### src/rtl/segchk_pkg.sv
// Package: shared widths, access kinds, fault codes and the decoded
// descriptor record used by the segment access checker.
// Assumes a 32-bit linear address space and a 20-bit limit field.
package segchk_pkg;

    localparam int ADDR_W     = 32;
    localparam int LIMIT_W    = 20;
    localparam int PAGE_SHIFT = 12;
    localparam int PL_W       = 2;
    localparam int DESC_W     = 64;
    localparam int SMALL_W    = 16;

    typedef enum logic [1:0] {
        ACC_READ  = 2'd0,
        ACC_WRITE = 2'd1,
        ACC_EXEC  = 2'd2,
        ACC_RSVD  = 2'd3
    } acc_kind_e;

    typedef enum logic [2:0] {
        FLT_NONE   = 3'd0,
        FLT_TYPE   = 3'd1,
        FLT_ABSENT = 3'd2,
        FLT_PRIV   = 3'd3,
        FLT_RIGHTS = 3'd4,
        FLT_BOUND  = 3'd5
    } fault_e;

    typedef struct packed {
        logic [ADDR_W-1:0]  base;
        logic [LIMIT_W-1:0] limit;
        logic               gran;       // limit counts pages
        logic               big;        // large ceiling / default size
        logic               present;
        logic [PL_W-1:0]    dpl;
        logic               mem_kind;   // 1 = code/data, 0 = system
        logic               is_code;
        logic               conf_down;  // conforming (code) / expand-down (data)
        logic               rd_wr;      // readable (code) / writable (data)
    } seg_fields_t;

endpackage

### src/rtl/seg_desc_unpack.sv
// Module: seg_desc_unpack
// Pulls the fields out of a 64-bit descriptor and forms the effective
// byte limit from the raw limit and the granularity bit.
// Assumes LIMIT_W + PAGE_SHIFT equals ADDR_W, so a page-scaled limit
// fills the address width exactly.
module seg_desc_unpack
    import segchk_pkg::*;
#(
    parameter int AW  = ADDR_W,
    parameter int LW  = LIMIT_W,
    parameter int PGS = PAGE_SHIFT
) (
    input  logic [DESC_W-1:0] desc,
    output seg_fields_t       fields,
    output logic [AW-1:0]     eff_limit
);
    localparam int PAD_W = AW - LW;

    logic [AW-1:0] lim_bytes;
    logic [AW-1:0] lim_pages;
    logic          unused_desc_bits;

    // Field extraction from both descriptor words.
    always_comb begin
        fields.base      = {desc[63:56], desc[39:32], desc[31:16]};
        fields.limit     = {desc[51:48], desc[15:0]};
        fields.gran      = desc[55];
        fields.big       = desc[54];
        fields.present   = desc[47];
        fields.dpl       = desc[46:45];
        fields.mem_kind  = desc[44];
        fields.is_code   = desc[43];
        fields.conf_down = desc[42];
        fields.rd_wr     = desc[41];
    end

    // Long-mode flag, software bit and accessed bit do not affect the check.
    assign unused_desc_bits = ^{desc[53:52], desc[40]};

    // Limit in byte units and in page units (low page bits all ones).
    assign lim_bytes = {{PAD_W{1'b0}}, fields.limit};
    assign lim_pages = {fields.limit, {PGS{1'b1}}};

    // Granularity selects the scaling.
    assign eff_limit = fields.gran ? lim_pages : lim_bytes;

endmodule

### src/rtl/seg_bound_check.sv
// Module: seg_bound_check
// Decides whether an offset lies inside the segment, for either the
// expand-up or the expand-down layout.
// Assumes the caller clears expand_down for code segments.
module seg_bound_check
    import segchk_pkg::*;
#(
    parameter int AW  = ADDR_W,
    parameter int SMW = SMALL_W
) (
    input  logic [AW-1:0] offset,
    input  logic [AW-1:0] eff_limit,
    input  logic          expand_down,
    input  logic          big,
    output logic          in_bounds
);
    localparam logic [AW-1:0] SMALL_CEIL = {{(AW-SMW){1'b0}}, {SMW{1'b1}}};
    localparam logic [AW-1:0] BIG_CEIL   = {AW{1'b1}};

    logic [AW-1:0] ceiling;
    logic          up_ok;
    logic          down_ok;

    // Ceiling for expand-down segments, picked by the big bit.
    assign ceiling = big ? BIG_CEIL : SMALL_CEIL;

    // Both bound forms, then selection by layout.
    always_comb begin
        up_ok     = (offset <= eff_limit);
        down_ok   = (offset > eff_limit) && (offset <= ceiling);
        in_bounds = expand_down ? down_ok : up_ok;
    end

endmodule

### src/rtl/seg_rights_check.sv
// Module: seg_rights_check
// Evaluates the privilege rule and the read/write/execute rule for a
// code or data descriptor.
// Assumes the descriptor is a code/data one; the system case is
// rejected upstream.
module seg_rights_check
    import segchk_pkg::*;
#(
    parameter int PLW = PL_W
) (
    input  seg_fields_t    fields,
    input  logic [1:0]     kind,
    input  logic [PLW-1:0] cpl,
    input  logic [PLW-1:0] rpl,
    output logic           priv_ok,
    output logic           rights_ok
);
    logic [PLW-1:0] eff_pl;
    logic           conforming;

    // Weaker of the two requester levels (numerically larger).
    assign eff_pl     = (cpl > rpl) ? cpl : rpl;
    assign conforming = fields.is_code && fields.conf_down;

    // Privilege rule: conforming code compares against CPL only.
    always_comb begin
        if (conforming) priv_ok = (fields.dpl <= cpl);
        else            priv_ok = (eff_pl <= fields.dpl);
    end

    // Rights rule: the same bit means readable for code, writable for data.
    always_comb begin
        unique case (kind)
            ACC_READ:  rights_ok = fields.is_code ? fields.rd_wr : 1'b1;
            ACC_WRITE: rights_ok = fields.is_code ? 1'b0 : fields.rd_wr;
            ACC_EXEC:  rights_ok = fields.is_code;
            default:   rights_ok = 1'b0;
        endcase
    end

endmodule

### src/rtl/seg_access_check.sv
// Module: seg_access_check (top)
// Accepts a descriptor plus an access request, and one cycle later
// reports either a linear address or a prioritised fault code. Also
// raises a request to write the accessed bit back as set.
// Assumes requests arrive one per cycle at most; results are not
// back-pressured.
module seg_access_check
    import segchk_pkg::*;
#(
    parameter int AW  = ADDR_W,
    parameter int PLW = PL_W
) (
    input  logic            clk,
    input  logic            rst_n,
    input  logic            req_valid,
    output logic            req_ready,
    input  logic [63:0]     req_desc,
    input  logic [AW-1:0]   req_offset,
    input  logic [1:0]      req_kind,
    input  logic [PLW-1:0]  req_cpl,
    input  logic [PLW-1:0]  req_rpl,
    output logic            rsp_valid,
    output logic [2:0]      rsp_fault,
    output logic [AW-1:0]   rsp_lin_addr,
    output logic            rsp_set_accessed
);
    seg_fields_t   fields;
    logic [AW-1:0] eff_limit;
    logic          in_bounds;
    logic          priv_ok;
    logic          rights_ok;
    logic          accept;
    fault_e        fault_nxt;
    logic [AW-1:0] addr_sum;

    seg_desc_unpack #(.AW(AW), .LW(LIMIT_W), .PGS(PAGE_SHIFT)) u_unpack (
        .desc      (req_desc),
        .fields    (fields),
        .eff_limit (eff_limit)
    );

    seg_bound_check #(.AW(AW), .SMW(SMALL_W)) u_bound (
        .offset      (req_offset),
        .eff_limit   (eff_limit),
        .expand_down (fields.conf_down && !fields.is_code),
        .big         (fields.big),
        .in_bounds   (in_bounds)
    );

    seg_rights_check #(.PLW(PLW)) u_rights (
        .fields    (fields),
        .kind      (req_kind),
        .cpl       (req_cpl),
        .rpl       (req_rpl),
        .priv_ok   (priv_ok),
        .rights_ok (rights_ok)
    );

    assign accept   = req_valid && req_ready;
    assign addr_sum = fields.base + req_offset;

    // Fault selection in fixed priority order.
    always_comb begin
        if (!fields.mem_kind)     fault_nxt = FLT_TYPE;
        else if (!fields.present) fault_nxt = FLT_ABSENT;
        else if (!priv_ok)        fault_nxt = FLT_PRIV;
        else if (!rights_ok)      fault_nxt = FLT_RIGHTS;
        else if (!in_bounds)      fault_nxt = FLT_BOUND;
        else                      fault_nxt = FLT_NONE;
    end

    // Ready rises on the first edge after reset.
    always_ff @(posedge clk) begin
        if (!rst_n) req_ready <= 1'b0;
        else        req_ready <= 1'b1;
    end

    // Result register: loaded on acceptance, pulses valid for one cycle.
    always_ff @(posedge clk) begin
        if (!rst_n) begin
            rsp_valid        <= 1'b0;
            rsp_fault        <= FLT_NONE;
            rsp_lin_addr     <= '0;
            rsp_set_accessed <= 1'b0;
        end else if (accept) begin
            rsp_valid        <= 1'b1;
            rsp_fault        <= fault_nxt;
            rsp_lin_addr     <= (fault_nxt == FLT_NONE) ? addr_sum : '0;
            rsp_set_accessed <= (fault_nxt == FLT_NONE);
        end else begin
            rsp_valid        <= 1'b0;
            rsp_set_accessed <= 1'b0;
        end
    end

endmodule

### config.mk
export PLATFORM = sky130hd
export DESIGN_NAME = seg_access_check
export DESIGN_NICKNAME = d
export VERILOG_FILES = /design/src/rtl/segchk_pkg.sv /design/src/rtl/seg_desc_unpack.sv /design/src/rtl/seg_bound_check.sv /design/src/rtl/seg_rights_check.sv /design/src/rtl/seg_access_check.sv
export SDC_FILE = /design/constraint.sdc
export NUM_CORES = 1
export LEC_CHECK = 0
export ABC_AREA = 1
export BUFFER_PORTS_ARGS = -buffer_cell sky130_fd_sc_hd__clkbuf_2
export CORE_ASPECT_RATIO = 1.75
export CORE_MARGIN = 8
export CORE_UTILIZATION = 39
export CTS_BUF_LIST = sky130_fd_sc_hd__clkbuf_4 sky130_fd_sc_hd__clkbuf_8 sky130_fd_sc_hd__clkbuf_16
export DETAILED_ROUTE_END_ITERATION = 6
export GPL_TIMING_DRIVEN = 1
export SYNTH_ARGS = -nofsm -noshare
export SYNTH_HDL_FRONTEND = slang
export SYNTH_SLANG_ARGS = --single-unit
### constraint.sdc
create_clock -name clk -period 6.42 [get_ports clk]
set_input_delay 0.321 -clock clk [delete_from_list [all_inputs] [get_ports clk]]
set_output_delay 0.321 -clock clk [all_outputs]
set_load 0.005 [all_outputs]
Word level (Yosys, flattened, before mapping)
Cells that the tools add are included.
Storage, ports and cells
  register bits: 38
  input bits: 105
  output and inout bits: 38
  logic and storage cells: 38
Operators by class
  $add $sub $neg: 1
  magnitude comparators: 6
  equality and inequality tests: 2
  muxes and demuxes: 16
  reductions and logical operators: 8
Operators by type and width (count)
  two-way mux 32 bit: 3
  <= comparator 32 bit: 2
  adder 32 bit: 1
  > comparator 32 bit: 1
  two-way mux 3 bit: 5
  two-way mux 1 bit: 6
  <= comparator 2 bit: 2
  logical AND 1 bit: 4
  logical NOT 3 bit: 1
  case mux 1 bit (3 select lines): 1
  == test 2 x 1 -> 1 bit, second input constant: 1
  == test 2 bit, second input constant: 1
  > comparator 2 bit: 1
  logical NOT 2 bit: 1
  two-way mux 2 bit: 1
  AND reduction 2 bit: 1
  logical NOT 1 bit: 1

Logic depth before layout (Yosys ltp)
  word-level depth: 11
  mapped depth: 23
  gate-level depth less buffers: 21

Modules after synthesis
From an unflattened synthesis, not the netlist that was laid out.
Second synthesis, totals
  cells, all modules: 1045
  area total of the unflattened synthesis: 6112.1 µm²
Modules (own cells, without submodules)
  seg_access_check: times used 1, cells an instance 660, area each 3832.4 µm², seq. area each 760.7 µm²
  seg_bound_check: times used 1, cells an instance 212, area each 1298.7 µm², seq. area each 0.0 µm²
  seg_desc_unpack: times used 1, cells an instance 125, area each 734.5 µm², seq. area each 0.0 µm²
  seg_rights_check: times used 1, cells an instance 48, area each 246.5 µm², seq. area each 0.0 µm²

Least setup slack after synthesis
No wires, ideal clock.
  path type: input port to flip-flop
  start point: in req_desc[55]
  end point: reg rsp_lin_addr[10]
  library setup time: 60 ps
  arrival time: 2535 ps
  required time: 6360 ps
  slack: 3826 ps
  stages: 20
  buffers on the path: 3
  path through: clkbuf_1 buf_1 mux2i_1 ha_1 nand2_1 nand2_1 nand2_1 nand2_1 nand2_1 nand3_1 a21oi_1 nand2_1 nand3_1 nand3_2 nand2_4 nand2_4 nor2_8 buf_12 nand2_2 nand2_1
On the way
  longest elaborated chain between the ends: 11
  elaborated cells between the ends (all ways): 12
  those cells by class: order compare: 2; mux: 8; reduce/logical: 2
RTL lines
  start, declared: RTL line seg_access_check.sv:17  | input logic [63:0] req_desc,
  two-way mux 32 bit *: RTL line seg_desc_unpack.sv:45  | assign eff_limit = fields.gran ? lim_pages : lim_bytes;
  > comparator 32 bit: RTL line seg_bound_check.sv:30  | down_ok = (offset > eff_limit) && (offset <= ceiling);
  logical AND 1 bit: RTL line seg_bound_check.sv:30
  two-way mux 1 bit *: RTL line seg_bound_check.sv:31  | in_bounds = expand_down ? down_ok : up_ok;
  two-way mux 3 bit *: RTL line seg_access_check.sv:68  | else if (!in_bounds) fault_nxt = FLT_BOUND;
  two-way mux 3 bit *: RTL line seg_access_check.sv:67  | else if (!rights_ok) fault_nxt = FLT_RIGHTS;
  two-way mux 3 bit *: RTL line seg_access_check.sv:66  | else if (!priv_ok) fault_nxt = FLT_PRIV;
  two-way mux 3 bit *: RTL line seg_access_check.sv:65  | else if (!fields.present) fault_nxt = FLT_ABSENT;
  two-way mux 3 bit *: RTL line seg_access_check.sv:64  | if (!fields.mem_kind) fault_nxt = FLT_TYPE;
  logical NOT 3 bit *: RTL line seg_access_check.sv:88  | rsp_lin_addr <= (fault_nxt == FLT_NONE) ? addr_sum : '0;
  two-way mux 32 bit *: RTL line seg_access_check.sv:88
  end signal, assigned: RTL line seg_access_check.sv:88
  end, declared: RTL line seg_access_check.sv:24  | output logic [AW-1:0] rsp_lin_addr,
Every way passes the cells marked *; elsewhere a longest branch is shown, timed or not.
A chain may end at the register's enable or synchronous reset.

Final worst setup path
  start point: in req_desc[55]
  end point: reg rsp_lin_addr[23]
Same word-level chain as after synthesis.

==> metrics.md <==
| Metric | Value |
|---|---|
| Area share of the leading cell type in the synthesized netlist | `22.9%` |
| Share of synthesized flip-flops with an asynchronous set or reset | `0%` |
| Count of vias placed by the detailed router | `5203` |
| Post-route DRC violation count | `0` |
| Startpoint types | `input port` |
| Worst-case clock buffer depth | `2` |
| Most area-consuming cells after synthesis | `ha_1 23%, dfxtp_1 16%, nand2_1 16%, a21oi_1 6.6%, nor2_1 6.3%` |
| Primary FF master, synth | `dfxtp_1` |
| Floorplan die area | `0.0159 mm2` |
| Required arrival time at the worst endpoint | `6.63 ns` |
| Syn Std Cell Area | `0.00469 mm2` |
| 1st-pass router iterations | `5` |
| Relative max-transition margin | `50.4%` |
| Cell type contributing the most total cell area after synthesis | `ha_1` |
| Fraction of layout cells with a size suffix above 1 | `20.5%` |
| Detail Route Antenna Nets | `0` |
| Instance area after placement | `0.00550 mm2` |
| CTS root buffer | `clkbuf_16` |
| Worst Hold End | `rsp_fault[0]` |
| Instance count of the mapped netlist | `717` |
| Effective utilization at floorplan | `39.5%` |
| Achievable Freq | `337 MHz` |
| Min cycle time layout | `2.97 ns` |
| Max_cap viols | `0` |
| First-pass GRT wire length | `25600 um` |
| Placeable Area | `0.0119 mm2` |
| Area growth from synthesis to layout | `20.4%` |
| Clock input transition at the sequential cells of the worst setup and hold paths | `0.06 ns` |
| DRT iter0 DRCs | `206` |
| Final total negative setup slack | `0 ns` |
| Worst endpoint data arrival time | `3.18 ns` |
| Outcome | `finished, final reports clean` |
| Origin of the critical flop-to-flop path | `req_ready` |
| Transition time of the tightest slew-check pin | `0.743 ns` |
| Warning count from the yosys run | `0` |
| Maximum fanout count along the critical path | `32` |
| Destination of the worst register-to-register timing path | `rsp_lin_addr[25]` |
| Critical path class | `input port to register` |
| Final number of setup-violating endpoints | `0` |
| Die width | `98.9 um` |
| Cell types with the highest counts after synthesis | `195 x nand2_1, 86 x ha_1, 79 x nor2_1` |
| Kind of path behind the tightest hold check | `input port to register` |
| Cell row count | `53` |
| Inserted Clock Buffers | `5` |
| Peak supply drop | `0.0000799 V` |
| Die Ht | `161 um` |
| Hold Path Cell Cnt | `3` |
| Sequential share of the synthesized area | `16.2%` |
| Synthesized Nets | `909` |
| Unrepaired setup endpoints after global routing | `no` |
| Io pins | `143` |
| Final Max Tran Viols | `0` |
| Routability-driven placement congestion ratio | `0.903` |
| CTS H-Tree Depth | `2` |
| Buffers inserted by post-CTS timing repair | `0` |
| Number of inserted diodes | `0` |
| Post-DP HPWL | `14100 um` |
| Port buffer count | `139` |
| Cell count of the worst reg-to-reg path | `6` |
| Clock Skews | `0.00716 ns` |
| Fin crit share | `46.2%` |
| Slack of the worst reg-to-reg path | `4.32 ns` |
| Number of hold buffers added after cts | `0` |
| Average footprint of a synthesized cell | `6.55 um2` |
| Vias in the first global route | `5472` |
| Unique masters post-synth | `42` |
| Number of enable-type register cells in the synthesized netlist | `0` |
| Flip-flop and latch count after synthesis | `38` |
| Average wire per standard cell | `16.0 um` |
| TritonCTS clock tree | `done` |
| Final standard cell area without fillers | `0.00565 mm2` |
| Global route overflow | `0` |
| Total power per unit cell area | `148 mW/mm2` |
| Post-detailed-route via-to-cell ratio | `5.26` |
| Final hold vios | `0` |
| Clock latency reported for the late side of the worst-skew pair | `0.28 ns` |
| CTS-repair resized insts | `0` |
| Lkg Pwr | `3.03 nW` |
| Hold path startpoint | `req_desc[47]` |
| Initial antenna violation count | `0` |
| Pin count of the biggest net entering global routing | `33` |
| Worst slack on hold paths | `0.343 ns` |
| Endpoint type of the worst setup path | `register` |
| Net total in the final layout | `1044` |
| DRT Wirelength | `15800 um` |
| Sink Count | `38` |
| Global-route total usage across every layer | `19.7%` |
| Count leader, synth | `nand2_1` |
## where the power goes
part | switching (mW) | leakage [nW] | internal [mW]
registers | 0.00216 | 0.307 | 0.240
logic | 0.217 | 2.65 | 0.133
clock network | 0.0872 | 0.0773 | 0.158
## metrics by stage
| step | instances | power [mW] | utilization, % | worst slack (ns) |
|---|---|---|---|---|
| after floorplan | 717 | 0.480 | - | 3.83 |
| after global placement | 982 | 0.590 | 46.3 | 3.25 |
| after detailed placement | 982 | 0.598 | 46.3 | 3.19 |
| after CTS | 990 | 0.845 | 47.6 | 3.45 |
| after global routing | 990 | 0.901 | 47.6 | 3.24 |
| final | 990 | 0.838 | 47.6 | 3.45 |
## cells in the final DEF, fill, tap and decap left out, types with 2 or more instances in the layout
cell / instances
nor2_1: 79
nor3_2: 2
xor2_1: 13
o21a_1: 2
nand2_1: 195
a21oi_1: 62
o21bai_1: 10
o21ai_0: 32
nand4_1: 17
mux2i_1: 8
clkbuf_16: 5
xnor2_1: 4
inv_1: 64
dfxtp_1: 38
nand2_2: 10
nor2_2: 5
a21o_1: 8
nor3_1: 6
o211ai_1: 2
or2_2: 6
o21ai_1: 3
nand3_1: 35
nand2_4: 2
ha_1: 86
clkbuf_2: 139
nand3b_1: 4
## sequential cells by signal, summed over array words and instances, names as in the netlist
signal            count
rsp_fault             3
req_ready             1
rsp_lin_addr         32
rsp_valid             1
rsp_set_accessed      1
## worst max-delay path, stage by stage
cell and delay, ns:
clkbuf_2 0.52, nand2_1 0.21, ha_1 0.35, nand2_1 0.08, nor2_2 0.14, nand4_1 0.11
nor2_2 0.14, nand4_1 0.23, nand3_1 0.21, nand3_2 0.14, nand2_4 0.17, nand2_4 0.13
nor2_8 0.26, nand2_1 0.08, nand2_1 0.07
## cell type report
cell class | instances | area [um2]
clock inverters | 1 | 5.00
flip-flops and latches | 38 | 761
multi-input cells | 603 | 3630
fillers | 1295 | 6220
clock buffers | 7 | 146
well taps | 137 | 171
repair buffers | 139 | 696
inverters | 65 | 244
## logic make-up after synthesis
logic type	Yosys count	synth area share (%)
mux	8	1.71
simple gates	365	34.0
flops	38	16.2
fa+ha+maj	87	23.3
compound gates	126	15.0
buf+inv	76	6.53
xor+xnor	17	3.17
## how the worst max path moves through the flow
stage | from | to | depth (start not counted)
CTS | req_desc[55] | rsp_lin_addr[23] | 15
global route | req_desc[55] | rsp_lin_addr[23] | 15
finish | req_desc[55] | rsp_lin_addr[23] | 15
floorplan | req_desc[55] | rsp_lin_addr[10] | 20
detailed placement | req_desc[55] | rsp_lin_addr[0] | 15
global placement | req_desc[55] | rsp_lin_addr[0] | 15
## routing by layer
layer | part of all wire, % | routed length [um] | GRT usage (%)
met1 | 38 | 5940 | 19.2
met2 | 55 | 8660 | 39.0
met3 | 4.1 | 648 | 2.72
met4 | 3.6 | 572 | 9.28
met5 | 0 | 0 | 0
(Power assumes the default switching activity.)
